[config.mk]
export PLATFORM = sky130hd
export DESIGN_NAME = pgwin_ctrl
export DESIGN_NICKNAME = d
export VERILOG_FILES = /design/src/rtl/pgwin_pkg.sv /design/src/rtl/pgwin_tick_timer.sv /design/src/rtl/pgwin_page_track.sv /design/src/rtl/pgwin_load_fsm.sv /design/src/rtl/pgwin_ctrl.sv
export SDC_FILE = /design/constraint.sdc
export NUM_CORES = 1
export LEC_CHECK = 0
export BUFFER_PORTS_ARGS = -buffer_cell sky130_fd_sc_hd__buf_2
export CORE_AREA = 4 4 84 86
export CTS_BUF_LIST = sky130_fd_sc_hd__clkbuf_8
export DETAILED_ROUTE_END_ITERATION = 8
export DIE_AREA = 0 0 88 90
export GPL_TIMING_DRIVEN = 0
export MAX_ROUTING_LAYER = met4
export PLACE_DENSITY = 0.67
export SYNTH_ARGS = -nofsm -noshare
export SYNTH_HDL_FRONTEND = slang
export SYNTH_HIERARCHICAL = 1
export SYNTH_SLANG_ARGS = --single-unit
[constraint.sdc]
create_clock -name clk -period 2.8 [get_ports clk]
set_input_delay 0.42 -clock clk [delete_from_list [all_inputs] [get_ports clk]]
set_output_delay 0.42 -clock clk [all_outputs]
set_load 0.05 [all_outputs]
[src/rtl/pgwin_pkg.sv]
// Package: shared types for the page write load window controller.
// Assumes nothing beyond a single clock domain.
package pgwin_pkg;

    // Controller phase: idle, window open for loading, programming.
    typedef enum logic [1:0] {
        PH_IDLE = 2'd0,
        PH_LOAD = 2'd1,
        PH_PROG = 2'd2
    } pgwin_phase_t;

endpackage

[src/rtl/pgwin_tick_timer.sv]
// Module: pgwin_tick_timer
// Counts us ticks while enabled and flags the tick that reaches LIMIT.
// Assumes tick is a one-cycle pulse; clear has priority over counting.
// The count returns to zero when disabled, so each enable starts fresh.
module pgwin_tick_timer #(
    parameter int LIMIT = 100
) (
    input  logic clk,
    input  logic rst_n,
    input  logic en,
    input  logic clr,
    input  logic tick,
    output logic last
);
    localparam int W = $clog2(LIMIT + 1);

    logic [W-1:0] cnt_q;

    // Flag the tick that completes LIMIT counted ticks.
    always_comb begin
        last = en && tick && (cnt_q == W'(LIMIT - 1));
    end

    // Advance on each tick, restart on clear, rest at zero when disabled.
    always_ff @(posedge clk) begin
        if (!rst_n) begin
            cnt_q <= '0;
        end else if (clr || !en) begin
            cnt_q <= '0;
        end else if (tick) begin
            cnt_q <= last ? '0 : cnt_q + 1'b1;
        end
    end

endmodule

[src/rtl/pgwin_page_track.sv]
// Module: pgwin_page_track
// Holds the page address of the open window and the number of bytes
// loaded into it. Assumes take_first and take_more are never both high.
module pgwin_page_track #(
    parameter int PAGE_W = 9,
    parameter int CNT_W  = 9,
    parameter int MAXCNT = 256
) (
    input  logic              clk,
    input  logic              rst_n,
    input  logic              take_first,
    input  logic              take_more,
    input  logic [PAGE_W-1:0] page_in,
    output logic [PAGE_W-1:0] page_q,
    output logic [CNT_W-1:0]  cnt_q,
    output logic              match
);
    // Compare incoming page with the latched one.
    always_comb begin
        match = (page_in == page_q);
    end

    // Latch page on the first byte; count bytes with saturation.
    always_ff @(posedge clk) begin
        if (!rst_n) begin
            page_q <= '0;
            cnt_q  <= '0;
        end else if (take_first) begin
            page_q <= page_in;
            cnt_q  <= CNT_W'(1);
        end else if (take_more && (cnt_q != CNT_W'(MAXCNT))) begin
            cnt_q  <= cnt_q + 1'b1;
        end
    end

endmodule

[src/rtl/pgwin_load_fsm.sv]
// Module: pgwin_load_fsm
// Phase control: decides which write events are accepted, when the
// window closes and when programming ends. Assumes to_last and pr_last
// come from timers enabled only in the load and program phases.
module pgwin_load_fsm
    import pgwin_pkg::*;
(
    input  logic         clk,
    input  logic         rst_n,
    input  logic         evt,
    input  logic         permit,
    input  logic         match,
    input  logic         to_last,
    input  logic         pr_last,
    output logic         take_first,
    output logic         take_more,
    output logic         start_q,
    output pgwin_phase_t ph_q
);
    pgwin_phase_t ph_d;
    logic         close_win;

    // Accept decisions and window close condition.
    always_comb begin
        take_first = evt && permit && (ph_q == PH_IDLE);
        take_more  = evt && permit && (ph_q == PH_LOAD) && match;
        close_win  = (ph_q == PH_LOAD) && to_last && !take_more;
    end

    // Next phase selection.
    always_comb begin
        ph_d = ph_q;
        case (ph_q)
            PH_IDLE: if (take_first) ph_d = PH_LOAD;
            PH_LOAD: if (close_win)  ph_d = PH_PROG;
            PH_PROG: if (pr_last)    ph_d = PH_IDLE;
            default: ph_d = PH_IDLE;
        endcase
    end

    // Phase register and one-cycle start pulse.
    always_ff @(posedge clk) begin
        if (!rst_n) begin
            ph_q    <= PH_IDLE;
            start_q <= 1'b0;
        end else begin
            ph_q    <= ph_d;
            start_q <= close_win;
        end
    end

endmodule

[src/rtl/pgwin_ctrl.sv]
// Module: pgwin_ctrl (top)
// Page write load window controller. It collects same-page byte writes,
// closes the window after TIMEOUT_US idle ticks, then models programming
// for PROG_US ticks. Assumes wr_evt and us_tick are one-cycle pulses
// synchronous to clk.
module pgwin_ctrl
    import pgwin_pkg::*;
#(
    parameter int ADDR_W     = 17,
    parameter int DATA_W     = 8,
    parameter int PAGE_BYTES = 256,
    parameter int TIMEOUT_US = 100,
    parameter int PROG_US    = 5000
) (
    input  logic                                  clk,
    input  logic                                  rst_n,
    input  logic                                  wr_evt,
    input  logic [ADDR_W-1:0]                     wr_addr,
    input  logic [DATA_W-1:0]                     wr_data,
    input  logic                                  us_tick,
    input  logic                                  wr_permit,
    output logic                                  buf_we,
    output logic [$clog2(PAGE_BYTES)-1:0]         buf_idx,
    output logic [DATA_W-1:0]                     buf_data,
    output logic [ADDR_W-$clog2(PAGE_BYTES)-1:0]  page_addr,
    output logic [$clog2(PAGE_BYTES+1)-1:0]       byte_cnt,
    output logic                                  prog_start,
    output logic                                  prog_busy
);
    localparam int OFS_W  = $clog2(PAGE_BYTES);
    localparam int PAGE_W = ADDR_W - OFS_W;
    localparam int CNT_W  = $clog2(PAGE_BYTES + 1);

    pgwin_phase_t ph;
    logic         take_first, take_more, page_match;
    logic         to_last, pr_last;

    pgwin_load_fsm u_fsm (
        .clk        (clk),
        .rst_n      (rst_n),
        .evt        (wr_evt),
        .permit     (wr_permit),
        .match      (page_match),
        .to_last    (to_last),
        .pr_last    (pr_last),
        .take_first (take_first),
        .take_more  (take_more),
        .start_q    (prog_start),
        .ph_q       (ph)
    );

    pgwin_page_track #(
        .PAGE_W (PAGE_W),
        .CNT_W  (CNT_W),
        .MAXCNT (PAGE_BYTES)
    ) u_track (
        .clk        (clk),
        .rst_n      (rst_n),
        .take_first (take_first),
        .take_more  (take_more),
        .page_in    (wr_addr[ADDR_W-1:OFS_W]),
        .page_q     (page_addr),
        .cnt_q      (byte_cnt),
        .match      (page_match)
    );

    // Inactivity timer: restarted by every accepted byte.
    pgwin_tick_timer #(.LIMIT(TIMEOUT_US)) u_idle_tmr (
        .clk   (clk),
        .rst_n (rst_n),
        .en    (ph == PH_LOAD),
        .clr   (take_first || take_more),
        .tick  (us_tick),
        .last  (to_last)
    );

    // Programming time model.
    pgwin_tick_timer #(.LIMIT(PROG_US)) u_prog_tmr (
        .clk   (clk),
        .rst_n (rst_n),
        .en    (ph == PH_PROG),
        .clr   (1'b0),
        .tick  (us_tick),
        .last  (pr_last)
    );

    // Busy flag follows the programming phase register.
    always_comb begin
        prog_busy = (ph == PH_PROG);
    end

    // Registered page buffer write port.
    always_ff @(posedge clk) begin
        if (!rst_n) begin
            buf_we   <= 1'b0;
            buf_idx  <= '0;
            buf_data <= '0;
        end else begin
            buf_we <= take_first || take_more;
            if (take_first || take_more) begin
                buf_idx  <= wr_addr[OFS_W-1:0];
                buf_data <= wr_data;
            end
        end
    end

endmodule

==> out/results.ini, run 1 <==
[yosys]
synth_flop_cell = dfxtp_1
yosysWarnings = 6
synthXorXnorAreaFrac_pct = 8.232
synth_top_family_by_area = simple AND/OR/NAND/NOR gates
synthDistinctLibCells = 54
synth-edff-count = 0
synthCells = 298
muxShareOfSynthArea_pct = 3.980
avgSynthCellArea_um2 = 9.283
ys_seq_area_share_pct = 41.97
async_reset_ff_share_pct = 0
synth-simple-area-share_pct = 24.97
ys_seq_elements = 58
synth_compound_area_share_pct = 14.56
synthAdderAreaFrac_pct = 1.809
syn_area_um2 = 2766

[timing]
hold_viol_final = 0
drv_slew = 0
rsz0062_at_grt = no
tns_ns = 0
fin_ws_ns = 0.2539
finalSetupViolations = 0
period_share_pct = 90.93
fmax_mhz = 392.8
fin_skew_ns = 0.008058
period_needed_ns = 2.546
fin_hold_ws_ns = 0.3210

[critical_path]
cp_common_cell = buf_6
cpLargestDelayFamily = simple AND/OR/NAND/NOR gates
crit_required_ns = 2.99
crit_start = u_track/page_q[6]
crit_fanout = 11
worstPathCellList = xnor2_1 > nand3_1 > nor4_1 > nand3_1 > nor3b_1 > buf_6 > or2_1 > buf_6 > buf_6 > and3b_1 > nand3b_1 > o22ai_1
r2r_cells = 12
path_class = reg -> reg
cp-start-kind = register
cp_slowest_stage_delay_ns = 0.37
crit_buf_inv = 3
crit_cells = 12
crit_arrival_ns = 2.74
crit_path_end = u_idle_tmr/cnt_q[0]
r2r_start = u_track/page_q[6]
rrSetupSlack_ns = 0.25
crit_path_top_delay_cell = dfxtp_1
critPathCaptureType = register
timing.rr.end = u_idle_tmr/cnt_q[0]

[clock_network]
ctsResizeCount = 0
clkLatencyLatePin_ns = 0.33
cts_buffers = 9
root_buffer = clkbuf_8
cts.sinks = 58
path_clk_slew_ns = 0.07
cts_max_level = 3
cts.path.max_buffers = 2
hold_buffers = 0
post_cts_buffers = 0
cts_tree = built

[grt]
grt-ovfl-total = 0
grt_pass1_wl_mm = 9.618
grt_usage_pct = 15.65
first_global_vias = 2164
grt_start_max_net_pins = 12
antenna_found_initial = 0

[layout]
syn_to_final_growth_pct = 24.15
final_cell_mix = buf_2 (71), dfxtp_1 (58), nand2_1 (29)
drive_gt1_share_pct = 29.66
final_common_cell = buf_2
n_antenna_cell = 0
final_nets = 410
fin_cells = 458

[power]
p_leak_nw = 1.368
p_total_mw = 1.957
pwr_density_cell_nw_per_um2 = 569.9
peakVddDrop_v = 0.0004900

[floorplan]
ios = 67
die-area_um2 = 7920
initial_core_util_pct = 44.07
chipWidth_um = 88
rows = 29
coreArea_um2 = 6277
die_h_um = 90

[place]
dp_hpwl_mm = 4.287
place_ws_ns = 0.03613
dp_cells = 442
place_congestion = 0.7642
io_buffers = 66

[hold_path]
min_path_type = in -> reg
holdPathStages = 3

[drt]
wirelength_mm = 5.822
dr_wl_met3_um = 272
vias = 2342
ant_nets = 0
initialDrtViolationCount = 70
wl_per_cell_um = 12.71
drtPass1Iterations = 4
drc = 0
wl_met2_mm = 2.833
vias_per_cell = 5.114
met1_length_mm = 2.671
highest_layer = met4

[run]
drv_cap = 0

[outcome]
status = complete, no violations

-- cell usage after synthesis, types with 2 or more instances --
| cell | number | area, µm² |
|---|---|---|
| inv_1 | 4 | 15.01 |
| o21ai_0 | 14 | 70.07 |
| nand4bb_1 | 2 | 22.52 |
| o21ai_2 | 9 | 78.83 |
| nor2_1 | 22 | 82.58 |
| or3_1 | 5 | 31.28 |
| ha_1 | 4 | 50.05 |
| nand4_2 | 2 | 25.02 |
| o211ai_1 | 16 | 120.1 |
| clkbuf_1 | 6 | 22.52 |
| xor2_1 | 11 | 96.34 |
| nor3_1 | 7 | 35.03 |
| a21oi_1 | 7 | 35.03 |
| nand2_1 | 29 | 108.9 |
| dfxtp_1 | 58 | 1161 |
| nand3_1 | 6 | 30.03 |
| mux2i_1 | 11 | 110.1 |
| nand3b_1 | 3 | 22.52 |
| nand2b_1 | 3 | 18.77 |
| nand4_1 | 11 | 68.82 |
| nor2b_1 | 13 | 81.33 |
| xnor2_1 | 15 | 131.4 |
| and3_1 | 2 | 12.51 |
| buf_2 | 5 | 25.02 |
| buf_6 | 4 | 45.04 |
-- through the flow --
stage	cell area, µm²	util [%]
2_1_floorplan	2770	-
3_3_place_gp	3197	50.93
3_5_place_dp	3197	50.93
4_1_cts	3435	54.71
5_1_grt	3435	54.71
6_report	3435	54.71
-- layer usage --
layer / track usage [%] / vias to the layer above
li1: - / 1214
met1: 18.12 / 1085
met2: 24.87 / 38
met3: 5.850 / 5
met4: 4.987 / 0
met5: - / -
-- worst min path at each step --
stage | startpoint | to | slack, ns
after floorplan | u_idle_tmr/cnt_q[5] | u_idle_tmr/cnt_q[5] | 0.48
after global placement | buf_idx[6] | buf_idx[6] | 0.44
after detailed placement | buf_data[4] | buf_data[4] | 0.45
after CTS | wr_addr[7] | buf_idx[7] | 0.30
after global routing | wr_addr[7] | buf_idx[7] | 0.30
final | wr_addr[7] | buf_idx[7] | 0.32
-- registers in the layout (all words and copies together), names as in the netlist --
register and cells:
buf_idx 8, buf_data 8, u_prog_tmr/cnt_q 13, u_fsm/start_q 1
u_fsm/ph_q 2, u_idle_tmr/cnt_q 7, u_track/page_q 9, buf_we 1
u_track/cnt_q 9
-- worst reg2reg max path, cell delays in order, from the launching register on --
cell,delay (ns)
dfxtp_1,0.37
xnor2_1,0.13
nand3_1,0.10
nor4_1,0.35
nand3_1,0.16
nor3b_1,0.32
buf_6,0.18
or2_1,0.11
buf_6,0.12
buf_6,0.17
and3b_1,0.24
nand3b_1,0.09
o22ai_1,0.07
-- power breakdown --
part	internal (mW)	leakage, nW	total [mW]	switching (mW)
clock	0.572	0.119	0.892	0.320
sequential	0.846	0.470	0.861	0.0153
combinational	0.0687	0.779	0.204	0.136
total	1.49	1.37	1.96	0.470
-- cells by family after synthesis --
| group | count (synthesis) |
|---|---|
| multiplexers | 11 |
| adder cells (fa/ha/maj) | 4 |
| AO/OA/AOI/OAI | 57 |
| flip-flops | 58 |
| AND/OR/NAND/NOR | 120 |
| XOR/XNOR | 26 |
| buffers and inverters | 21 |
| other | 1 |
-- cell type report --
cell class                 count  area, µm²
clock inverter                 4      72.57
tap                           77      96.34
buffer                        17      105.1
multi-input combinational    220       1489
inverter                       4      15.01
sequential                    58       1161
fill                         575       2843
clock buffer                  12      165.2
timing repair buffer          66      330.3
Note: power is estimated with default switching activity, not from simulation.
==> inputs of run 2 (changes only) <==
--- a/config.mk
+++ b/config.mk
@@ -6,13 +6,13 @@
 export NUM_CORES = 1
 export LEC_CHECK = 0
 export BUFFER_PORTS_ARGS = -buffer_cell sky130_fd_sc_hd__buf_2
-export CORE_AREA = 4 4 84 86
+export CORE_AREA = 4 4 76 78
 export CTS_BUF_LIST = sky130_fd_sc_hd__clkbuf_8
 export DETAILED_ROUTE_END_ITERATION = 8
-export DIE_AREA = 0 0 88 90
+export DIE_AREA = 0 0 80 82
 export GPL_TIMING_DRIVEN = 0
 export MAX_ROUTING_LAYER = met4
-export PLACE_DENSITY = 0.67
+export PLACE_DENSITY = 0.81
 export SYNTH_ARGS = -nofsm -noshare
 export SYNTH_HDL_FRONTEND = slang
 export SYNTH_HIERARCHICAL = 1
==> constraint.sdc (replaced) <==
create_clock -name clk -period 2.85 [get_ports clk]
set_input_delay 0.4275 -clock clk [delete_from_list [all_inputs] [get_ports clk]]
set_output_delay 0.4275 -clock clk [all_outputs]
set_load 0.05 [all_outputs]
==> run 2 against run 1 <==
Effect of this change:
- first-iteration DRC count up 26%
- register-to-register slack worse by 0.04 ns
- critical path depth unchanged
- clock-buffer cell count down 3
- highest routed layer unchanged
- via count up 1.2%
- core utilization up 11 points
- largest power group is now sequential cells
- sequential share of layout area up 0.96 points
- sequential power down 2%
- die area down 17%
- clock skew up 0.00069 ns
==> out/results.ini, run 2 (synthesis results as in run 1) <==
[timing]
fin_ws_ns = 0.2137
period_share_pct = 92.50
rsz0062_at_grt = no
fmax_mhz = 379.3
drv_slew = 0
period_needed_ns = 2.636
finalSetupViolations = 0
fin_skew_ns = 0.008750
tns_ns = 0
hold_viol_final = 0
fin_hold_ws_ns = 0.3330

[critical_path]
cp_slowest_stage_delay_ns = 0.37
crit_required_ns = 3.05
crit_path_end = u_idle_tmr/cnt_q[0]
critPathCaptureType = register
crit_cells = 12
worstPathCellList = xnor2_1 > nand4_1 > nor4_1 > nand3_1 > nor3b_1 > buf_6 > or2_1 > buf_6 > buf_6 > and3b_1 > nand3b_1 > o22ai_1
cpLargestDelayFamily = simple AND/OR/NAND/NOR gates
r2r_cells = 12
cp-start-kind = register
crit_path_top_delay_cell = nor4_1
crit_fanout = 11
path_class = reg -> reg
crit_start = u_track/page_q[4]
crit_buf_inv = 3
cp_common_cell = buf_6
rrSetupSlack_ns = 0.21
crit_arrival_ns = 2.84
r2r_start = u_track/page_q[4]
timing.rr.end = u_idle_tmr/cnt_q[0]

[drt]
vias_per_cell = 5.269
ant_nets = 0
vias = 2371
drc = 0
drtPass1Iterations = 4
wirelength_mm = 5.786
wl_per_cell_um = 12.86
initialDrtViolationCount = 88

[clock_network]
hold_buffers = 0
cts_max_level = 3
cts.sinks = 58
post_cts_buffers = 0
cts.path.max_buffers = 2
path_clk_slew_ns = 0.06
cts_tree = built
clkLatencyLatePin_ns = 0.34
cts_buffers = 9
ctsResizeCount = 0
root_buffer = clkbuf_8

[layout]
ff_latch_area_um2 = 1161
regMostFlops = u_prog_tmr/cnt_q
largest_reg_flops = 13
final_nets = 410
final_common_cell = buf_2
drive_gt1_share_pct = 28.95
multi_input_comb_area_um2 = 1489
reg.largest.list = u_prog_tmr/cnt_q x13, u_track/cnt_q x9, u_track/page_q x9
syn_to_final_growth_pct = 20.71
fin_cells = 450
final_cell_mix = buf_2 (71), dfxtp_1 (58), nand2_1 (29)
n_antenna_cell = 0
fillCellCount = 442

[grt]
grt-ovfl-total = 0
first_global_vias = 2172
antenna_found_initial = 0
grt_usage_pct = 19.66
grt_pass1_wl_mm = 9.735
grt_start_max_net_pins = 12

[floorplan]
die_h_um = 82
chipWidth_um = 80
coreArea_um2 = 5075
ios = 67
initial_core_util_pct = 54.51
rows = 26
die-area_um2 = 6560

[outcome]
status = complete, no violations

[place]
place_ws_ns = 0.05735
io_buffers = 66
dp_hpwl_mm = 4.220
dp_cells = 435
place_congestion = 0.8687

[run]
drv_cap = 0

[power]
pwr_density_cell_nw_per_um2 = 494.3
peakVddDrop_v = 0.0003698
p_leak_nw = 1.341

[hold_path]
min_path_type = in -> reg

[run 2: how the worst min path moves through the flow]
stage | from | to | slack [ns] | cells after the start
5_1_grt | wr_addr[6] | buf_idx[6] | 0.34 | 3
6_report | wr_addr[5] | buf_idx[5] | 0.33 | 3
2_1_floorplan | u_idle_tmr/cnt_q[5] | u_idle_tmr/cnt_q[5] | 0.48 | 2
3_5_place_dp | buf_data[3] | buf_data[3] | 0.45 | 2
3_3_place_gp | buf_idx[6] | buf_idx[6] | 0.44 | 2
4_1_cts | wr_addr[4] | buf_idx[4] | 0.31 | 3
[run 2: cell type report]
class | count | share of cell area, %
Multi-Input combinational cell | 220 | 44.59
Tap cell | 70 | 2.623
Inverter | 4 | 0.4496
Timing Repair Buffer | 66 | 9.891
Clock buffer | 9 | 3.709
Clock inverter | 6 | 0.8243
Buffer | 17 | 3.147
Sequential cell | 58 | 34.77
[run 2: report_power, final]
group | switching [mW] | internal [mW]
combinational | 0.134 | 0.0675
clock | 0.306 | 0.297
sequential | 0.0152 | 0.831
[run 2: worst min-delay path, cell delays in order]
cell and delay, ns:
buf_2 0.08, o211ai_1 0.07, o21ai_0 0.06
[run 2: routing by layer]
metal,routed length (µm),up-vias,part of all wire (%),GRT usage (%)
met5,0,-,0,-
met4,124,0,2.1,8.108
met3,253,12,4.4,6.908
met2,2824,36,49,30.46
met1,2584,1108,45,23.33
li1,-,1215,-,-
[run 2: stage by stage]
stage               total power, mW  util [%]  instance area, µm²
floorplan                     1.003         -                2770
global placement              1.062     62.82                3188
detailed placement            1.066     62.82                3188
CTS                           1.675     65.80                3339
global route                  1.725     65.80                3339
finish                        1.651     65.80                3339
==> inputs of run 3 (changes only) <==
--- a/config.mk
+++ b/config.mk
@@ -5,14 +5,14 @@
 export SDC_FILE = /design/constraint.sdc
 export NUM_CORES = 1
 export LEC_CHECK = 0
-export BUFFER_PORTS_ARGS = -buffer_cell sky130_fd_sc_hd__buf_2
+export BUFFER_PORTS_ARGS = -buffer_cell sky130_fd_sc_hd__clkbuf_2
 export CORE_AREA = 4 4 76 78
 export CTS_BUF_LIST = sky130_fd_sc_hd__clkbuf_8
 export DETAILED_ROUTE_END_ITERATION = 8
 export DIE_AREA = 0 0 80 82
 export GPL_TIMING_DRIVEN = 0
 export MAX_ROUTING_LAYER = met4
-export PLACE_DENSITY = 0.81
+export PLACE_DENSITY_LB_ADDON = 0.08
 export SYNTH_ARGS = -nofsm -noshare
 export SYNTH_HDL_FRONTEND = slang
 export SYNTH_HIERARCHICAL = 1
==> run 3 against run 2 <==
Effect of this change:
- clock-buffer cell count rose by 3
- combinational power about the same
- critical path depth unchanged
- core utilization grew 1.2 points
- hold slack better by 0.0056 ns
- global-route usage is 0.56 points lower
- setup slack improved by 0.021 ns
- flip-flop and latch count is the same
- power increased by 11%
- critical endpoint unchanged
- largest cell class unchanged
- highest routed layer unchanged
==> out/results.ini, run 3 (synthesis results as in run 1) <==
[outcome]
status = complete, no violations

[timing]
fin_skew_ns = 0.009656
fin_ws_ns = 0.2346
tns_ns = 0
hold_viol_final = 0
period_share_pct = 91.77
drv_slew = 0
finalSetupViolations = 0
rsz0062_at_grt = no
fmax_mhz = 382.3
period_needed_ns = 2.615

[critical_path]
critPathCaptureType = register
path_class = reg -> reg
crit_arrival_ns = 2.80
cp-start-kind = register
cp_common_cell = buf_6
cp_slowest_stage_delay_ns = 0.37
crit_path_top_delay_cell = dfxtp_1
crit_fanout = 11
worstPathCellList = xnor2_1 > nand3_1 > nor4_1 > nand3_1 > nor3b_1 > buf_6 > or2_1 > buf_6 > buf_6 > and3b_1 > nand3b_1 > o22ai_1
crit_required_ns = 3.03

[place]
place_ws_ns = 0.05153
dp_hpwl_mm = 4.162
place_congestion = 0.7988
io_buffers = 66

[drt]
wl_per_cell_um = 12.42
ant_nets = 0
initialDrtViolationCount = 148
drtPass1Iterations = 4
drc = 0
vias = 2323
wirelength_mm = 5.602
vias_per_cell = 5.151

[floorplan]
die_h_um = 82
coreArea_um2 = 5075
ios = 67
die-area_um2 = 6560
rows = 26
initial_core_util_pct = 54.51
chipWidth_um = 80

[clock_network]
root_buffer = clkbuf_8
path_clk_slew_ns = 0.06
ctsResizeCount = 0
cts.sinks = 58
hold_buffers = 0
post_cts_buffers = 0
cts_max_level = 3
clkLatencyLatePin_ns = 0.32
cts_buffers = 9
cts.path.max_buffers = 2
cts_tree = built

[layout]
reg.largest.list = u_prog_tmr/cnt_q x13, u_track/cnt_q x9, u_track/page_q x9
final_nets = 410
fillCellCount = 449
drive_gt1_share_pct = 29.66
largest_reg_flops = 13
syn_to_final_growth_pct = 22.98
final_common_cell = clkbuf_2
regMostFlops = u_prog_tmr/cnt_q
final_cell_mix = clkbuf_2 (67), dfxtp_1 (58), nand2_1 (29)
n_antenna_cell = 0

[grt]
grt_usage_pct = 19.10
grt_start_max_net_pins = 12
grt_pass1_wl_mm = 9.632
antenna_found_initial = 0
grt-ovfl-total = 0
first_global_vias = 2203

[run]
drv_cap = 0

[hold_path]
min_path_type = in -> reg

[power]
peakVddDrop_v = 0.0003319
p_leak_nw = 1.339
pwr_density_cell_nw_per_um2 = 537.1

## run 3: changes by cell type in the layout (fill, tap and decap cells not counted), sizes merged
cell,change
bufinv,+1
inv,-2
clkinv,-1
clkbuf,+69
buf,-66
## run 3: worst max-delay path: cells and delay by family, from the launching register on
family / cells / cell delay [ns]
simple gates: 7 / 1.41
buf+inv: 3 / 0.47
flops: 1 / 0.37
xor+xnor: 1 / 0.13
compound gates: 1 / 0.08
## run 3: area by class of cell
cell class,count,area (µm²),area share [%]
clock buffer,12,165.2,4.855
sequential,58,1161,34.13
multi-input combinational,220,1489,43.77
buffer,17,105.1,3.089
timing repair buffer,66,330.3,9.709
clock inverter,4,48.80,1.434
tap,70,87.58,2.574
inverter,4,15.01,0.4413
## run 3: worst paths after layout
path              slack, ns         startpoint  depth (start not counted)                  end
setup / recovery       0.23  u_track/page_q[5]                         12  u_idle_tmr/cnt_q[0]
hold / removal         0.34         wr_data[0]                          3          buf_data[0]
setup reg to reg       0.23  u_track/page_q[5]                         12  u_idle_tmr/cnt_q[0]
hold reg to reg        0.46        buf_data[2]                          2          buf_data[2]
## run 3: layer usage
metal / up-vias / GRT usage [%] / wire [µm]
met5: - / - / 0
met4: 0 / 8.615 / 76
met3: 6 / 3.399 / 204
met2: 47 / 31.87 / 2700
met1: 1058 / 22.55 / 2621
li1: 1212 / - / -
## run 3: metrics by stage
stage | power, mW | hold WS (ns) | util, % | area [µm²] | std cells
floorplan | 1.003 | 0.4756 | - | 2770 | 299
global placement | 1.063 | 0.4459 | 62.82 | 3188 | 435
detailed placement | 1.065 | 0.4527 | 62.82 | 3188 | 435
CTS | 1.856 | 0.3243 | 67.04 | 3402 | 451
global route | 1.911 | 0.3478 | 67.04 | 3402 | 451
finish | 1.827 | 0.3386 | 67.04 | 3402 | 451
## run 3: report_power, final
group          switching (mW)  internal (mW)  total, mW
Clock                   0.308          0.474      0.781
Sequential             0.0153          0.831      0.846
Combinational           0.132         0.0668      0.199
Total                   0.456           1.37       1.83
